==> src/rtl/desc_pkg.sv <==
package desc_pkg;
  localparam int IDX_W  = 8;
  localparam int CTRL_W = 16;
  localparam int BASE_W = 32;
  localparam int SZ_W   = 32;
  localparam int DATA_W = 32;
  localparam int SEL_W  = 4;

  typedef struct packed {
    logic [IDX_W-1:0]  head;
    logic [IDX_W-1:0]  tail;
    logic [CTRL_W-1:0] ctrl;
    logic [BASE_W-1:0] base;
    logic [SZ_W-1:0]   szseq;
  } desc_t;

  typedef enum logic [SEL_W-1:0] {
    S_WHEAD   = 4'd0,
    S_WTAIL   = 4'd1,
    S_WCTRL   = 4'd2,
    S_WBASE   = 4'd3,
    S_WSIZE   = 4'd4,
    S_ADDR    = 4'd5,
    S_WTRIG   = 4'd6,
    S_RTRIG   = 4'd7,
    S_RHEAD   = 4'd8,
    S_RTAIL   = 4'd9,
    S_RCTRL   = 4'd10,
    S_RBASE   = 4'd11,
    S_RSIZE   = 4'd12,
    S_HEADDIR = 4'd13,
    S_STATUS  = 4'd14
  } sel_e;

  // True when an entry number falls inside a table of the given depth.
  function automatic logic in_range(input logic [31:0] a, input int depth);
    return a < 32'(depth);
  endfunction

  // Field f (0 head .. 4 size/sequence) of a descriptor, zero-extended.
  function automatic logic [DATA_W-1:0] field_word(input desc_t d, input logic [2:0] f);
    case (f)
      3'd0:    return DATA_W'(d.head);
      3'd1:    return DATA_W'(d.tail);
      3'd2:    return DATA_W'(d.ctrl);
      3'd3:    return DATA_W'(d.base);
      3'd4:    return DATA_W'(d.szseq);
      default: return '0;
    endcase
  endfunction
endpackage

==> src/rtl/desc_regif.sv <==
module desc_regif
  import desc_pkg::*;
#(
  parameter int AW = 5
) (
  input  logic              clk,
  input  logic              rst_n,
  input  logic              wr_en,
  input  logic [SEL_W-1:0]  wr_sel,
  input  logic [DATA_W-1:0] wr_data,
  output desc_t             stage,
  output logic [AW-1:0]     addr,
  output logic              commit_req,
  output logic              capture_req,
  output logic              head_req,
  output logic [IDX_W-1:0]  head_val
);
  assign commit_req  = wr_en && (wr_sel == S_WTRIG);
  assign capture_req = wr_en && (wr_sel == S_RTRIG);
  assign head_req    = wr_en && (wr_sel == S_HEADDIR);
  assign head_val    = wr_data[IDX_W-1:0];

  always_ff @(posedge clk) begin
    if (!rst_n) begin
      stage <= '0;
      addr  <= '0;
    end else if (wr_en) begin
      case (wr_sel)
        S_WHEAD: stage.head  <= wr_data[IDX_W-1:0];
        S_WTAIL: stage.tail  <= wr_data[IDX_W-1:0];
        S_WCTRL: stage.ctrl  <= wr_data[CTRL_W-1:0];
        S_WBASE: stage.base  <= wr_data[BASE_W-1:0];
        S_WSIZE: stage.szseq <= wr_data[SZ_W-1:0];
        S_ADDR:  addr        <= wr_data[AW-1:0];
        default: ;
      endcase
    end
  end
endmodule

==> src/rtl/desc_store.sv <==
module desc_store
  import desc_pkg::*;
#(
  parameter int DEPTH = 16,
  parameter int AW    = 5
) (
  input  logic             clk,
  input  logic             rst_n,
  input  logic             commit_req,
  input  logic             head_req,
  input  logic [IDX_W-1:0] head_val,
  input  logic [AW-1:0]    addr,
  input  desc_t            stage,
  input  logic             hw_we,
  input  logic [AW-1:0]    hw_idx,
  input  logic [IDX_W-1:0] hw_val,
  output desc_t            tbl [DEPTH],
  output desc_t            sel_entry,
  output logic             addr_ok,
  output logic             commit_fire,
  output logic             head_fire,
  output logic             hw_tail_fire
);
  localparam int LW = $clog2(DEPTH);

  logic hw_ok;

  assign addr_ok      = in_range(32'(addr), DEPTH);
  assign hw_ok        = in_range(32'(hw_idx), DEPTH);
  assign commit_fire  = commit_req && addr_ok;
  assign head_fire    = head_req && addr_ok;
  assign hw_tail_fire = hw_we && hw_ok;
  assign sel_entry    = addr_ok ? tbl[addr[LW-1:0]] : '0;

  for (genvar i = 0; i < DEPTH; i++) begin : g_ent
    logic hit_commit, hit_head, hit_hw;
    assign hit_commit = commit_fire && (addr == AW'(i));
    assign hit_head   = head_fire && (addr == AW'(i));
    assign hit_hw     = hw_tail_fire && (hw_idx == AW'(i));

    always_ff @(posedge clk) begin
      if (!rst_n) begin
        tbl[i] <= '0;
      end else if (hit_commit) begin
        tbl[i] <= stage;
      end else begin
        if (hit_head) tbl[i].head <= head_val;
        if (hit_hw)   tbl[i].tail <= hw_val;
      end
    end
  end
endmodule

==> src/rtl/desc_snap.sv <==
module desc_snap
  import desc_pkg::*;
(
  input  logic  clk,
  input  logic  rst_n,
  input  logic  capture_req,
  input  desc_t sel_entry,
  output desc_t snap
);
  always_ff @(posedge clk) begin
    if (!rst_n)           snap <= '0;
    else if (capture_req) snap <= sel_entry;
  end
endmodule

==> src/rtl/desc_table_access.sv <==
module desc_table_access
  import desc_pkg::*;
#(
  parameter int DEPTH = 16,
  localparam int AW   = $clog2(DEPTH) + 1
) (
  input  logic        clk,
  input  logic        rst_n,
  input  logic        wr_en,
  input  logic [3:0]  wr_sel,
  input  logic [31:0] wr_data,
  input  logic [3:0]  rd_sel,
  output logic [31:0] rd_data,
  input  logic        hw_tail_we,
  input  logic [4:0]  hw_tail_idx,
  input  logic [7:0]  hw_tail_val,
  output logic        busy
);
  desc_t            stage, snap, sel_entry;
  desc_t            tbl [DEPTH];
  logic [AW-1:0]    addr;
  logic             commit_req, capture_req, head_req;
  logic [IDX_W-1:0] head_val;
  logic             addr_ok, commit_fire, head_fire, hw_tail_fire;

  desc_regif #(.AW(AW)) u_regif (
    .clk(clk), .rst_n(rst_n), .wr_en(wr_en), .wr_sel(wr_sel), .wr_data(wr_data),
    .stage(stage), .addr(addr), .commit_req(commit_req), .capture_req(capture_req),
    .head_req(head_req), .head_val(head_val)
  );

  desc_store #(.DEPTH(DEPTH), .AW(AW)) u_store (
    .clk(clk), .rst_n(rst_n), .commit_req(commit_req), .head_req(head_req),
    .head_val(head_val), .addr(addr), .stage(stage), .hw_we(hw_tail_we),
    .hw_idx(AW'(hw_tail_idx)), .hw_val(hw_tail_val), .tbl(tbl), .sel_entry(sel_entry),
    .addr_ok(addr_ok), .commit_fire(commit_fire), .head_fire(head_fire),
    .hw_tail_fire(hw_tail_fire)
  );

  desc_snap u_snap (
    .clk(clk), .rst_n(rst_n), .capture_req(capture_req), .sel_entry(sel_entry), .snap(snap)
  );

  // Every operation finishes in the cycle it is requested.
  assign busy = 1'b0;

  always_comb begin
    case (rd_sel)
      S_WHEAD, S_WTAIL, S_WCTRL, S_WBASE, S_WSIZE:
        rd_data = field_word(stage, rd_sel[2:0]);
      S_ADDR:
        rd_data = DATA_W'(addr);
      S_RHEAD, S_RTAIL, S_RCTRL, S_RBASE, S_RSIZE:
        rd_data = field_word(snap, 3'(rd_sel - 4'd8));
      S_STATUS:
        rd_data = DATA_W'(busy);
      default:
        rd_data = '0;
    endcase
  end
endmodule

==> config.mk <==
export PLATFORM = sky130hd
export DESIGN_NAME = desc_table_access
export DESIGN_NICKNAME = d
export VERILOG_FILES = /design/src/rtl/desc_pkg.sv /design/src/rtl/desc_regif.sv /design/src/rtl/desc_store.sv /design/src/rtl/desc_snap.sv /design/src/rtl/desc_table_access.sv
export SDC_FILE = /design/constraint.sdc
export NUM_CORES = 2
export LEC_CHECK = 0
export CORE_UTILIZATION = 60
export CTS_CLUSTER_SIZE = 30
export DETAILED_ROUTE_END_ITERATION = 8
export GPL_ROUTABILITY_DRIVEN = 0
export PLACE_DENSITY_LB_ADDON = 0.12
export REMOVE_ABC_BUFFERS = 1
export SETUP_SLACK_MARGIN = 0.5
export SYNTH_ARGS = -nofsm -noshare
export SYNTH_HDL_FRONTEND = slang
export SYNTH_SLANG_ARGS = --single-unit
==> constraint.sdc <==
create_clock -name clk -period 2.99 [get_ports clk]
set_clock_uncertainty 0.05 [all_clocks]
set_input_delay 0.299 -clock clk [delete_from_list [all_inputs] [get_ports clk]]
set_output_delay 0.299 -clock clk [all_outputs]
set_load 0.005 [all_outputs]
Word-level counts from Yosys, hierarchy flattened. Index checks and enable logic that the tools add are counted.

Output and inout bits: 33. Flip-flop bits (word level): 1733. Word-level logic and storage cells: 307.

Bitwise operators: 1. Order comparisons: 3. Equality and inequality tests: 56. Reduce and logical (&&, ||, !) cells: 100. Multiplexer cells: 55. $add $sub $neg: 1.

Operators by type and width (number): binary-select mux 96 bit (select 4 bit) (1); one-hot mux 32 bit (5 select lines) (2); two-way mux 96 bit (3); two-way mux 16 bit (16); two-way mux 8 bit (32); one-hot mux 32 bit (3 select lines) (1); equality test 5 x 4 -> 1 bit (second input constant) (16); nonzero test 2 bit (32); logical AND 1 bit (54); equality test 5 x 3 -> 1 bit (second input constant) (8); equality test 4 x 3 -> 1 bit (second input constant) (6); equality test 4 bit (second input constant) (6); equality test 5 x 2 -> 1 bit (second input constant) (4); equality test 4 x 2 -> 1 bit (second input constant) (4); equality test 3 x 2 -> 1 bit (second input constant) (4); AND reduction 2 bit (6); equality test 5 x 1 -> 1 bit (second input constant) (2); logical NOT 5 bit (2); < comparator 5 bit (second input constant) (2); OR reduction 5 bit (2); equality test 4 x 1 -> 1 bit (second input constant) (2); logical NOT 4 bit (2); equality test 3 x 1 -> 1 bit (second input constant) (2); equality test 3 bit (second input constant) (2); other kinds (4) (5).

Depth between registers and ports, before layout.
Depth after elaboration: 6. Depth in mapped cells: 9. Mapped depth without buffers: 4.

Hierarchy. A second synthesis with hierarchy kept.

Cells, all modules: 9404. Area, all modules: 81284.2 um^2.

Modules (own cells, without submodules): desc_store (area each 72134.2 um^2, instances 1, cells an instance 8488); desc_regif (area each 3852.4 um^2, instances 1, cells an instance 382); desc_snap (area each 3662.3 um^2, instances 1, cells an instance 309); desc_table_access (area each 1635.3 um^2, instances 1, cells an instance 225).

Worst setup path before layout. No wires, ideal clock.

Kind: input to output. Start: input rd_sel[0]. End: output rd_data[14]. Slack: 732 ps. Data required time: 2641 ps. Data arrival time: 1909 ps. Buffers on the path: 3. Stages: 6. Cells stage by stage: clkbuf_1 clkbuf_1 clkbuf_1 mux2_2 a221oi_1 nor2_1.

Cells in the longest elaborated chain, start to end: 4. Elaborated cells on any way between the ends: 27. Classes of those cells: 1 x add/sub; 18 x eq/ne; 3 x mux; 5 x reduce/logical.

RTL lines: start: declaration (line desc_table_access.sv:12) `input logic [3:0] rd_sel,`; subtractor 3 x 1 -> 3 bit (line desc_table_access.sv:54) `rd_data = field_word(snap, 3'(rd_sel - 4'd8));`; equality test 3 bit (tied with other cells) (line desc_pkg.sv:42) `case (f)`; one-hot mux 32 bit (5 select lines) (line desc_pkg.sv:42); one-hot mux 32 bit (3 select lines) * (line desc_table_access.sv:48) `case (rd_sel)`; end: declaration (line desc_table_access.sv:13) `output logic [31:0] rd_data,`.

Every way passes the cells marked *; elsewhere a longest branch is shown, timed or not.

Worst setup path after layout.
Start: register u_regif.stage[67] (netlist name). End: output rd_data[3].

Cells in the longest elaborated chain, start to end: 2.

RTL lines (line): one-hot mux 32 bit (5 select lines) (desc_pkg.sv:42); one-hot mux 32 bit (3 select lines) (desc_table_access.sv:48).

No other way between the ends.

==> metrics.cfg <==
[run_status]
status = complete, no violations

[final_layout]
final_util_pct = 68.6
multi_input_area_um2 = 36400
area_delta_synth_final_pct = 13.4
drive_gt1_share_pct = 15.7
instances_no_fill = 10079
n_fill_cell = 9716
regArea_um2 = 34700
nets = 8357
design_area_um2 = 84800

[sta]
fmax_ghz = 0.394
setup_viol = 0
tightest_slew_ns = 1.10
slew_headroom_pct = 26.3
fin_crit_ns = 2.54
hold_ws_ns = 0.0407
finalSetupTns_ns = 0
final_hold_viol_count = 0
slew_violations = 0
fin_crit_sh_pct = 84.8
finalWorstSetupSlack_ns = 0.454
rsz0062_at_grt = yes

[routing]
drt_iter0_markers = 8309
firstDrtPassIters = 8
viasPerCell = 6.41
route.detailed.drc = 0
vias = 64649
wire_per_inst_um = 24.4
antenna_left = 0
wirelength_um = 246000

[power_and_ir_drop]
power_density_nw_per_um2 = 561
peakVddDrop_v = 0.000686
internal_power_mw = 37.1
clkPwrFrac_pct = 48.1
p_switching_mw = 10.5
combPwrFrac_pct = 3.3
finalPower_mw = 47.6
pwr-share-seq_pct = 48.7
swShare_pct = 22.0
power.leakage_nw = 27.0

[setup_path]
regToRegSetupSlack_ns = 0.51
startpoint_type = flip-flop
required_ns = 2.64
criticalPathCategory = reg2out
crit_arrival_ns = 2.19
crit_path_end_kind = output port
crit_fanout = 2

[placed_design]
hpwl_um = 136000
place_ws_ns = -0.161
placed_cell_area_um2 = 77800
io_buffers = 88
dp.cells = 9709

[global_route]
grt_pass1_vias = 61514
grt_pass1_wl_um = 372000
track_usage_pct = 38.1
grt_max_degree = 188
antenna_found_initial = 2
grt_overflow = 0

[floorplanning]
core_um2 = 124000
dieHeight_um = 355
rows = 129
fp.dieW_um = 355
dieArea_um2 = 126000
initial_core_util_pct = 60.5
io_pins = 90

[yosys]
yosys.area.top_type = dfxtp_1
synth_warnings = 0
synth.distinct_cells = 60
ys_ff_latch = 1733
netlist_instances = 8535
synth_edf_count = 0
yosysSeqAreaShare_pct = 46.4
ys.flop_type = dfxtp_1
synth_common_cells = nand2_1 (2888), dfxtp_1 (1733), a21oi_1 (1401)
netlist_area_um2 = 74800
synth.area.top_cells = dfxtp_1 (46%), nand2_1 (14%), mux4_2 (12%)
netlist.area_leader.share_pct = 46.4
yosysMostFrequentCell = nand2_1
avgSynthCellArea_um2 = 8.77
async_flop_share_pct = 0

[clocking]
cts_buffer_depth = 3
numCtsBuffers = 177
clkSinkCount = 1733
clk-insertion-delay-late_ns = 0.82
cts-htree-levels = 4
tritoncts = done
cts_root_buf = clkbuf_16
clk_pin_slew_ns = 0.06

[run]
maxCapViolations = 0

[min_path]
hold_class = in2reg

==> metal layers <==
| metal | share of wire [%] | track usage (%) |
|---|---|---|
| met1 | 39 | 50.1 |
| met2 | 46 | 61.2 |
| met3 | 11 | 7.24 |
| met4 | 4.2 | 16.9 |
| met5 | 0 | 0 |
==> worst max-delay path, stage by stage (launching register included) <==
cell,delay (ns)
dfxtp_2,0.32
buf_8,0.11
mux2_4,0.28
a22oi_2,0.15
o221ai_2,0.11
a22o_1,0.26
buf_2,0.15
==> power groups by stage <==
stage                     Combinational [mW]  Clock, mW  Sequential (mW)
after global placement                  1.43          0             23.7
final                                   1.56       22.9             23.1
after floorplan                        0.718          0             23.7
after detailed placement                1.44          0             23.7
after CTS                               1.49       23.0             23.1
after global routing                    1.63       24.0             23.1
==> final timing paths <==
check	startpoint	to	cells past startpoint
max reg2reg	u_regif.addr[4]	u_store.tbl[486]	6
min reg2reg	u_store.tbl[606]	u_store.tbl[606]	2
max	u_regif.stage[67]	rd_data[3]	6
min	wr_data[18]	u_regif.stage[18]	3
==> registers in the layout, indices dropped and copies added (netlist names) <==
name           flops
u_regif.addr       5
u_regif.stage     96
u_snap.snap       96
u_store.tbl     1536
==> area by class of cell <==
| type | count | area share [%] |
|---|---|---|
| timing repair buffer | 500 | 6.62 |
| inverter | 6 | 0.0354 |
| clock buffer | 278 | 6.49 |
| multi-input combinational | 5882 | 42.9 |
| sequential | 1733 | 41.0 |
| antenna | 2 | 0.00590 |
| clock inverter | 41 | 0.602 |
| tap | 1637 | 2.42 |
==> layout by cell type (no fill, tap or decap), types with 34 or more instances in the layout <==
master,n
clkbuf_16,188
buf_12,112
mux4_2,384
dfxtp_1,1713
clkbuf_1,42
o21ai_0,149
o221ai_1,105
clkbuf_8,50
buf_6,34
buf_4,245
clkdlybuf4s50_1,63
a211oi_1,106
nand2_1,2886
a21oi_1,1400
nor2_1,150
mux2i_1,230
a21oi_2,81
a22oi_1,107
==> what timing repair did <==
| action | in CTS | in global routing |
|---|---|---|
| hold buffers | 14 | 0 |
| setup buffers | 16 | 15 |
| hold endpoints to repair | 69 | 0 |
| pin swaps | 35 | 27 |
| endpoints found under the setup margin | 124 | 263 |
| cloned | 2 | 2 |
| gates resized for setup | 153 | 41 |
==> kinds of logic after synthesis <==
logic type | count (synthesis) | synth area share (%)
simple gates | 3149 | 16.6
mux | 648 | 15.1
other cells | 1 | 0.00501
flops | 1733 | 46.4
buf+inv | 920 | 5.61
compound gates | 2084 | 16.3
No activity file was read; power rests on OpenSTA's default activity.
